$ cat config.mk
export PLATFORM = sky130hd
export DESIGN_NAME = mpu_top
export DESIGN_NICKNAME = d
export VERILOG_FILES = /design/src/rtl/mpu_pkg.sv /design/src/rtl/mpu_region.sv /design/src/rtl/mpu_err_capture.sv /design/src/rtl/mpu_top.sv
export SDC_FILE = /design/constraint.sdc
export NUM_CORES = 2
export LEC_CHECK = 0
export ABC_AREA = 0
export ABC_CLOCK_PERIOD_IN_PS = 3170
export BUFFER_PORTS_ARGS = -buffer_cell sky130_fd_sc_hd__buf_2
export CAP_MARGIN = 0
export CORE_ASPECT_RATIO = 0.5
export CORE_MARGIN = 4
export CORE_UTILIZATION = 25
export CTS_CLUSTER_DIAMETER = 100
export DETAILED_ROUTE_END_ITERATION = 8
export GPL_TIMING_DRIVEN = 0
export RECOVER_POWER = 100
export SLEW_MARGIN = 20
export SYNTH_ARGS = -nofsm -noshare
export SYNTH_HDL_FRONTEND = slang
export SYNTH_HIERARCHICAL = 1
export SYNTH_SLANG_ARGS = --single-unit
$ cat constraint.sdc
create_clock -name clk_i -period 3.17 [get_ports clk_i]
set_input_delay 0.1585 -clock clk_i [delete_from_list [all_inputs] [get_ports clk_i]]
set_output_delay 0.1585 -clock clk_i [all_outputs]
set_load 0.05 [all_outputs]
$ cat src/rtl/mpu_pkg.sv
package mpu_pkg;
  localparam int GRAN_BITS     = 5;
  localparam int WR_RIGHT_LSB  = 16;
  localparam int ERR_MID_LSB   = 8;

  typedef enum logic [1:0] {
    FLD_START  = 2'd0,
    FLD_END    = 2'd1,
    FLD_VALID  = 2'd2,
    FLD_RIGHTS = 2'd3
  } region_field_e;

  typedef enum logic [1:0] {
    GLB_ENABLE   = 2'd0,
    GLB_ERR_STAT = 2'd1,
    GLB_ERR_ADDR = 2'd2,
    GLB_RSVD     = 2'd3
  } glb_field_e;
endpackage

$ cat src/rtl/mpu_region.sv
module mpu_region #(
  parameter int NUM_MASTERS = 3,
  parameter int ADDR_W      = 32,
  parameter int MID_W       = 2
) (
  input  logic                      clk_i,
  input  logic                      rst_ni,
  input  logic                      wr_en_i,
  input  mpu_pkg::region_field_e    field_i,
  input  logic [31:0]               wdata_i,
  input  logic [ADDR_W-1:0]         acc_addr_i,
  input  logic [MID_W-1:0]          acc_master_i,
  input  logic                      acc_write_i,
  output logic                      hit_o,
  output logic                      grant_o,
  output logic [31:0]               rdata_o
);
  import mpu_pkg::*;
  localparam int BLK_W = ADDR_W - GRAN_BITS;

  logic [BLK_W-1:0]       start_q, end_q;
  logic                   valid_q;
  logic [NUM_MASTERS-1:0] rd_q, wr_q;
  logic [BLK_W-1:0]       blk;
  logic                   right_ok;

  always_ff @(posedge clk_i or negedge rst_ni) begin
    if (!rst_ni) begin
      start_q <= '0;
      end_q   <= '0;
      valid_q <= 1'b0;
      rd_q    <= '0;
      wr_q    <= '0;
    end else if (wr_en_i) begin
      unique case (field_i)
        FLD_START:  start_q <= wdata_i[ADDR_W-1:GRAN_BITS];
        FLD_END:    end_q   <= wdata_i[ADDR_W-1:GRAN_BITS];
        FLD_VALID:  valid_q <= wdata_i[0];
        FLD_RIGHTS: begin
          rd_q <= wdata_i[NUM_MASTERS-1:0];
          wr_q <= wdata_i[WR_RIGHT_LSB +: NUM_MASTERS];
        end
        default: ;
      endcase
    end
  end

  assign blk = acc_addr_i[ADDR_W-1:GRAN_BITS];

  // out-of-range master ids match no entry and get no right
  always_comb begin
    right_ok = 1'b0;
    for (int m = 0; m < NUM_MASTERS; m++)
      if (acc_master_i == MID_W'(m)) right_ok = acc_write_i ? wr_q[m] : rd_q[m];
  end

  assign hit_o   = valid_q && (blk >= start_q) && (blk <= end_q);
  assign grant_o = hit_o && right_ok;

  always_comb begin
    rdata_o = '0;
    unique case (field_i)
      FLD_START:  rdata_o = 32'({start_q, {GRAN_BITS{1'b0}}});
      FLD_END:    rdata_o = 32'({end_q, {GRAN_BITS{1'b0}}});
      FLD_VALID:  rdata_o[0] = valid_q;
      FLD_RIGHTS: begin
        rdata_o[NUM_MASTERS-1:0]             = rd_q;
        rdata_o[WR_RIGHT_LSB +: NUM_MASTERS] = wr_q;
      end
      default: ;
    endcase
  end
endmodule

$ cat src/rtl/mpu_err_capture.sv
module mpu_err_capture #(
  parameter int ADDR_W = 32,
  parameter int MID_W  = 2
) (
  input  logic              clk_i,
  input  logic              rst_ni,
  input  logic              deny_i,
  input  logic              clear_i,
  input  logic [ADDR_W-1:0] addr_i,
  input  logic [MID_W-1:0]  master_i,
  input  logic              write_i,
  output logic              valid_o,
  output logic [ADDR_W-1:0] addr_o,
  output logic [MID_W-1:0]  master_o,
  output logic              write_o
);
  always_ff @(posedge clk_i or negedge rst_ni) begin
    if (!rst_ni) begin
      valid_o  <= 1'b0;
      addr_o   <= '0;
      master_o <= '0;
      write_o  <= 1'b0;
    end else if (deny_i && (!valid_o || clear_i)) begin
      // a denial beside a clear is kept, not lost
      valid_o  <= 1'b1;
      addr_o   <= addr_i;
      master_o <= master_i;
      write_o  <= write_i;
    end else if (clear_i) begin
      valid_o  <= 1'b0;
    end
  end
endmodule

$ cat src/rtl/mpu_top.sv
module mpu_top #(
  parameter int NUM_REGIONS = 16,
  parameter int NUM_MASTERS = 3,
  parameter int ADDR_W      = 32,
  localparam int MID_W      = (NUM_MASTERS > 1) ? $clog2(NUM_MASTERS) : 1,
  localparam int RIDX_W     = (NUM_REGIONS > 1) ? $clog2(NUM_REGIONS) : 1,
  localparam int CFG_AW     = RIDX_W + 3
) (
  input  logic              clk_i,
  input  logic              rst_ni,
  input  logic              cfg_we_i,
  input  logic [CFG_AW-1:0] cfg_addr_i,
  input  logic [31:0]       cfg_wdata_i,
  output logic [31:0]       cfg_rdata_o,
  input  logic              acc_valid_i,
  input  logic [MID_W-1:0]  acc_master_i,
  input  logic [ADDR_W-1:0] acc_addr_i,
  input  logic              acc_write_i,
  output logic              acc_allow_o,
  output logic              err_pending_o
);
  import mpu_pkg::*;

  logic                   glb_sel;
  logic [RIDX_W-1:0]      ridx;
  region_field_e          rfld;
  glb_field_e             gfld;
  logic                   en_q;
  logic [NUM_REGIONS-1:0] hit_vec, grant_vec;
  logic [31:0]            reg_rdata [NUM_REGIONS];
  logic                   deny, err_clear, err_valid, err_write;
  logic [ADDR_W-1:0]      err_addr;
  logic [MID_W-1:0]       err_master;

  assign glb_sel = cfg_addr_i[CFG_AW-1];
  assign ridx    = cfg_addr_i[CFG_AW-2:2];
  assign rfld    = region_field_e'(cfg_addr_i[1:0]);
  assign gfld    = glb_field_e'(cfg_addr_i[1:0]);

  for (genvar r = 0; r < NUM_REGIONS; r++) begin : g_region
    mpu_region #(
      .NUM_MASTERS (NUM_MASTERS),
      .ADDR_W      (ADDR_W),
      .MID_W       (MID_W)
    ) u_region (
      .clk_i        (clk_i),
      .rst_ni       (rst_ni),
      .wr_en_i      (cfg_we_i && !glb_sel && (ridx == RIDX_W'(r))),
      .field_i      (rfld),
      .wdata_i      (cfg_wdata_i),
      .acc_addr_i   (acc_addr_i),
      .acc_master_i (acc_master_i),
      .acc_write_i  (acc_write_i),
      .hit_o        (hit_vec[r]),
      .grant_o      (grant_vec[r]),
      .rdata_o      (reg_rdata[r])
    );
  end

  always_ff @(posedge clk_i or negedge rst_ni) begin
    if (!rst_ni)                                 en_q <= 1'b0;
    else if (cfg_we_i && glb_sel && gfld == GLB_ENABLE) en_q <= cfg_wdata_i[0];
  end

  assign acc_allow_o = !en_q || (|grant_vec);
  assign deny        = acc_valid_i && !acc_allow_o;
  assign err_clear   = cfg_we_i && glb_sel && (gfld == GLB_ERR_STAT);

  mpu_err_capture #(
    .ADDR_W (ADDR_W),
    .MID_W  (MID_W)
  ) u_err (
    .clk_i    (clk_i),
    .rst_ni   (rst_ni),
    .deny_i   (deny),
    .clear_i  (err_clear),
    .addr_i   (acc_addr_i),
    .master_i (acc_master_i),
    .write_i  (acc_write_i),
    .valid_o  (err_valid),
    .addr_o   (err_addr),
    .master_o (err_master),
    .write_o  (err_write)
  );

  assign err_pending_o = err_valid;

  always_comb begin
    cfg_rdata_o = '0;
    if (glb_sel) begin
      unique case (gfld)
        GLB_ENABLE:   cfg_rdata_o[0] = en_q;
        GLB_ERR_STAT: begin
          cfg_rdata_o[0]                   = err_valid;
          cfg_rdata_o[1]                   = err_write;
          cfg_rdata_o[ERR_MID_LSB +: MID_W] = err_master;
        end
        GLB_ERR_ADDR: cfg_rdata_o = 32'(err_addr);
        default: ;
      endcase
    end else begin
      for (int r = 0; r < NUM_REGIONS; r++)
        if (ridx == RIDX_W'(r)) cfg_rdata_o = reg_rdata[r];
    end
  end
endmodule

# Word level (Yosys, flattened, before mapping)
# Cells that the tools add are included.
[totals] reg_bits=1013 output_inout_bits=34
[classes] order_cmp=32 n_eq_ne=20 n_mux=200 n_reduce_logical=146
[op_table] op="13-bit case mux with 2 select lines" n=32
[op_table] op="32-bit 2-to-1 mux" n=17
[op_table] op="27-bit >= comparator" n=16
[op_table] op="27-bit <= comparator" n=16
[op_table] op="3-bit case mux with 3 select lines" n=16
[op_table] op="2-bit AND reduction" n=64
[op_table] op="1-bit 2-to-1 mux" n=98
[op_table] op="1-bit logical AND" n=70
[op_table] op="1-bit case mux with 3 select lines" n=17
[op_table] op="4-bit == test (second input constant)" n=8
[op_table] op="2-bit 2-to-1 mux" n=16
[op_table] op="22-bit 2-to-1 mux" n=1
[op_table] op="4-bit by 3-bit == test with 1-bit output (second input constant)" n=4
[op_table] op="16-bit OR reduction" n=1
[op_table] op="4-bit by 2-bit == test with 1-bit output (second input constant)" n=2
[op_table] op="2-bit == test (second input constant)" n=3
[op_table] op="6-bit 2-to-1 mux" n=1
[op_table] op="2-bit by 1-bit == test with 1-bit output (second input constant)" n=2
[op_table] op="4-bit by 1-bit == test with 1-bit output (second input constant)" n=1
[op_table] op="1-bit zero test" n=4
[op_table] op="2-bit zero test" n=2
[op_table] op="4-bit zero test" n=1
[op_table] op="2-bit case mux with 2 select lines" n=1
[op_table] op="1-bit logical OR" n=2
[op_table] op="other kinds (3)" n=3

# Longest topological paths before layout
[depth] depth_word=20 ltp_mapped=15 depth_no_buf=14

# By module
# Netlist, hierarchy kept.
[by_module_without_submodules] module="mpu_region (g_region[0].u_region ...)" instances=15 cells_per_inst=426 area_each_um2=4107.7
[by_module_without_submodules] module="mpu_top" instances=1 cells_per_inst=916 area_each_um2=6206.0
[by_module_without_submodules] module="mpu_region (g_region[9].u_region)" instances=1 cells_per_inst=429 area_each_um2=4127.7
[by_module_without_submodules] module="mpu_err_capture" instances=1 cells_per_inst=77 area_each_um2=1500.2

# Worst setup path before layout
# OpenSTA, ideal clock, no wires.
[synth_timing] path_type="reg-to-reg" from="reg g_region[1].u_region.end_q[23]" to="reg u_err.addr_o[0]" setup_ns=0.125 t_arrival_ns=3.909 setup_slack_ns=-0.864 path_stages_with_launch=16 path_buffers=1 path_cell_list="dfrtp_1 > inv_1 > ha_1 > nand4_1 > or2_4 > nor4_2 > o311ai_1 > o211ai_2 > nor3_2 > or4b_2 > nor3_1 > nand4_1 > nor2_1 > nand2_4 > buf_12 > mux2_4"
[synth_via] elab_chain_cells=8
[synth_rtl] item="from (decl)" line="mpu_region.sv:21" text="logic [BLK_W-1:0] start_q, end_q;"
[synth_rtl] item="from (signal assigned)" line="mpu_region.sv:37" text="FLD_END: end_q <= wdata_i[ADDR_W-1:GRAN_BITS];"
[synth_rtl] item="27-bit <= comparator" line="mpu_region.sv:57" text="assign hit_o = valid_q && (blk >= start_q) && (blk <= end_q);"
[synth_rtl] item="1-bit logical AND" line="mpu_region.sv:57"
[synth_rtl] item="1-bit logical AND" line="mpu_region.sv:58" text="assign grant_o = hit_o && right_ok;"
[synth_rtl] item="net grant_vec[1]" line="mpu_top.sv:29" text="logic [NUM_REGIONS-1:0] hit_vec, grant_vec;"
[synth_rtl] item="16-bit OR reduction" line="mpu_top.sv:65" text="assign acc_allow_o = !en_q || (|grant_vec);"
[synth_rtl] item="1-bit logical OR" line="mpu_top.sv:65"
[synth_rtl] item="net acc_allow_o" line="mpu_top.sv:19" text="output logic acc_allow_o,"
[synth_rtl] item="1-bit zero test" line="mpu_top.sv:66" text="assign deny = acc_valid_i && !acc_allow_o;"
[synth_rtl] item="1-bit logical AND" line="mpu_top.sv:66"
[synth_rtl] item="net deny" line="mpu_top.sv:31" text="logic deny, err_clear, err_valid, err_write;"
[synth_rtl] item="1-bit logical AND" line="mpu_err_capture.sv:23" text="end else if (deny_i && (!valid_o || clear_i)) begin"
[synth_rtl] item="to (signal assigned)" line="mpu_err_capture.sv:26" text="addr_o <= addr_i;"
[synth_rtl] item="to (decl)" line="mpu_err_capture.sv:13" text="output logic [ADDR_W-1:0] addr_o,"
# The timed path passes the listed nets, and every way through them passes these cells.
# A chain may end at the register's enable or synchronous reset.

# Final worst setup path
[layout_timing] from="in cfg_addr_i[4]" to="out cfg_rdata_o[21]"
[layout_via] elab_chain_cells=18 elab_cells_between_ends=33
[layout_rtl] item="from (decl)" line="mpu_top.sv:12" text="input logic [CFG_AW-1:0] cfg_addr_i,"
[layout_rtl] item="4-bit zero test" line="mpu_top.sv:103" text="if (ridx == RIDX_W'(r)) cfg_rdata_o = reg_rdata[r];"
[layout_rtl] item="32-bit 2-to-1 mux (15 in series)" line="mpu_top.sv:103"
[layout_rtl] item="32-bit 2-to-1 mux (*)" line="mpu_top.sv:103"
[layout_rtl] item="32-bit 2-to-1 mux (*)" line="mpu_top.sv:90" text="if (glb_sel) begin"
[layout_rtl] item="to (decl)" line="mpu_top.sv:14" text="output logic [31:0] cfg_rdata_o,"
# Every way passes the cells marked *; elsewhere a longest branch is shown, timed or not.

==> metrics.txt <==
status finished, violations left; failing checks capacitance limit, slew limit, setup timing; HP Class input pin to register; Power, Total 41.5 mW; chip width 774 um; fillcell total 30400; Num CTS Buffers 117; Tcrit/Tclk final 1.36; type of the worst setup path input pin to output pin; vias in the first global route 63700; Worst-path clk slew 0.07 ns; nets between 9000 and 10000; via count 65700; clock latency on the worst-skew pair roughly 0.83 ns; antenna violations before repair 20; Fmax 0.232 GHz; area grow syn2layout 18.8%; Ys Warns 6; Final Max Slew Viols 223; most common library cell in the layout ignoring fill and taps dfrtp_1; Final Skew 0.0548 ns; setup violators final 778; Core Area 292000 um2; share of layout cells above drive strength 1 0.167; FF+latch area 25300 um2; Final Hold Fails 0; die area 303000 um2; global route overflow 0; post-route minimum period 4.31 ns; TritonCTS clock tree built; ANT nets after route 0; CTS root buffer clkbuf_16; Arrival @ worst endpoint between 4 and 5 ns; site row count 140; htree depth 3; post-detailed-route wirelength per cell 28.1 um; WL final approximately 340 mm; Die Ht 391 um; Worst slew margin -0.259; DR pass1 iterations 7; first-pass GRT wire length approximately 480 mm; initial DRC count 7707; initial core utilization 0.252; Clock Path Buffers 3; GPL Wtd Cong ~1.1; RSZ-0062 raised after global routing true; Multi-input gate area approximately 45000 um2; Slew @ Worst Pin 1.89 ns; Pwr per Cell Area approximately 480 nW/um2; cells after synthesis 7796; Post-Synthesis Cell Area 73400 um2; DRC viols 0; Mean Syn Cell Area 9.41 um2; Max Fanout on Critical Path 10; CP Data Required Time ~3 ns; dpl hpwl ~260 mm; Worst setup EP type output pin; Hold Slack ~0.08 ns; final worst setup slack -1.14 ns; maxcap violations 3; PortBufs approximately 110; most frequent cells in the layout dfrtp_1, ha_1, inv_1; CTS Sinks 1013; num ports 112; overall routing resource usage 0.219; pin count of the biggest net entering global routing 129; Max VDD drop 0.504 mV; vias per cell about 5.4; Final Util 0.299; CP startpoint kind input pin; Leakage a little over 40 nW
==> routing by layer <==
layer,wire [um],vias up,share of wire,global-route usage
met5,45,-,0.00013,0
met4,26400,4,0.077,0.138
met3,32900,999,0.096,0.0470
met2,146000,3461,0.43,0.335
met1,137000,32900,0.40,0.280
li1,-,28300,-,-
==> state kept, by name, summed over array words and instances (netlist names) <==
| name | count |
|---|---|
| en_q | 1 |
| g_region.u_region/end_q | 432 |
| g_region.u_region/rd_q | 48 |
| g_region.u_region/start_q | 432 |
| g_region.u_region/valid_q | 16 |
| g_region.u_region/wr_q | 48 |
| u_err/addr_o | 32 |
| u_err/master_o | 2 |
| u_err/valid_o | 1 |
| u_err/write_o | 1 |
==> final cells by class <==
class                           count  area share
Antenna cell                        8    0.000230
Buffer                            401      0.0249
Clock buffer                      161      0.0385
Clock inverter                     54     0.00678
Inverter                          857      0.0369
Multi-Input combinational cell   5541       0.513
Sequential cell                  1013       0.291
Tap cell                         3905      0.0561
Timing Repair Buffer              245      0.0329
==> stage by stage <==
step / area, um2 / setup WS, ns / TNS (ns) / cells
3_3_place_gp: 78900 / -21.52 / - / 11800
3_5_place_dp: 80300 / -1.99 / -231.03 / 11900
2_1_floorplan: 73500 / -0.565 / -18.96 / 7812
4_1_cts: 86600 / -0.867 / -30.04 / 12200
5_1_grt: 87100 / -0.958 / -362.33 / 12200
6_report: 87200 / -1.14 / -227.85 / 12200
==> worst paths after layout <==
| check | from | to | slack [ns] | cells after the start |
|---|---|---|---|---|
| max | cfg_addr_i[4] | cfg_rdata_o[21] | -1.14 | 10 |
| min reg2reg | u_err/master_o[1] | u_err/master_o[1] | 0.51 | 1 |
| min | cfg_addr_i[1] | g_region[8].u_region/valid_q | 0.08 | 4 |
| max reg2reg | g_region[3].u_region/start_q[4] | u_err/addr_o[2] | -0.90 | 17 |
| max in group asynchronous | rst_ni | g_region[9].u_region/end_q[11] | -0.27 | 6 |
| min in group asynchronous | rst_ni | g_region[2].u_region/start_q[6] | 0.31 | 3 |
==> worst max-delay path: stages <==
cell and delay (ns):
clkbuf_2 0.30, clkbuf_4 0.37, clkbuf_4 0.33, clkbuf_1 0.78
clkbuf_1 0.78, nor2_1 0.18, nor3_2 0.34, o22ai_2 0.21
a31oi_2 0.34, buf_2 0.34
==> repair_timing <==
| item | CTS | global route |
|---|---|---|
| endpoints found under the setup margin | 69 | 68 |
| buffers inserted | 19 | 10 |
| hold buffers | 49 | 3 |
| gates resized for setup | 411 | 106 |
| hold endpoints to repair | 746 | 25 |
| cloned | 0 | 3 |
| pin swaps | 57 | 45 |
==> power by group <==
group / internal [mW] / leakage [nW] / total [mW] / switching (mW)
Clock: 8.06 / 1.95 / 14.2 / 6.17
Sequential: 14.5 / 12.1 / 15.7 / 1.20
Combinational: 4.22 / 26.5 / 11.6 / 7.35
Total: 26.7 / 40.6 / 41.5 / 14.7
Note: power is estimated with default switching activity, not from simulation.
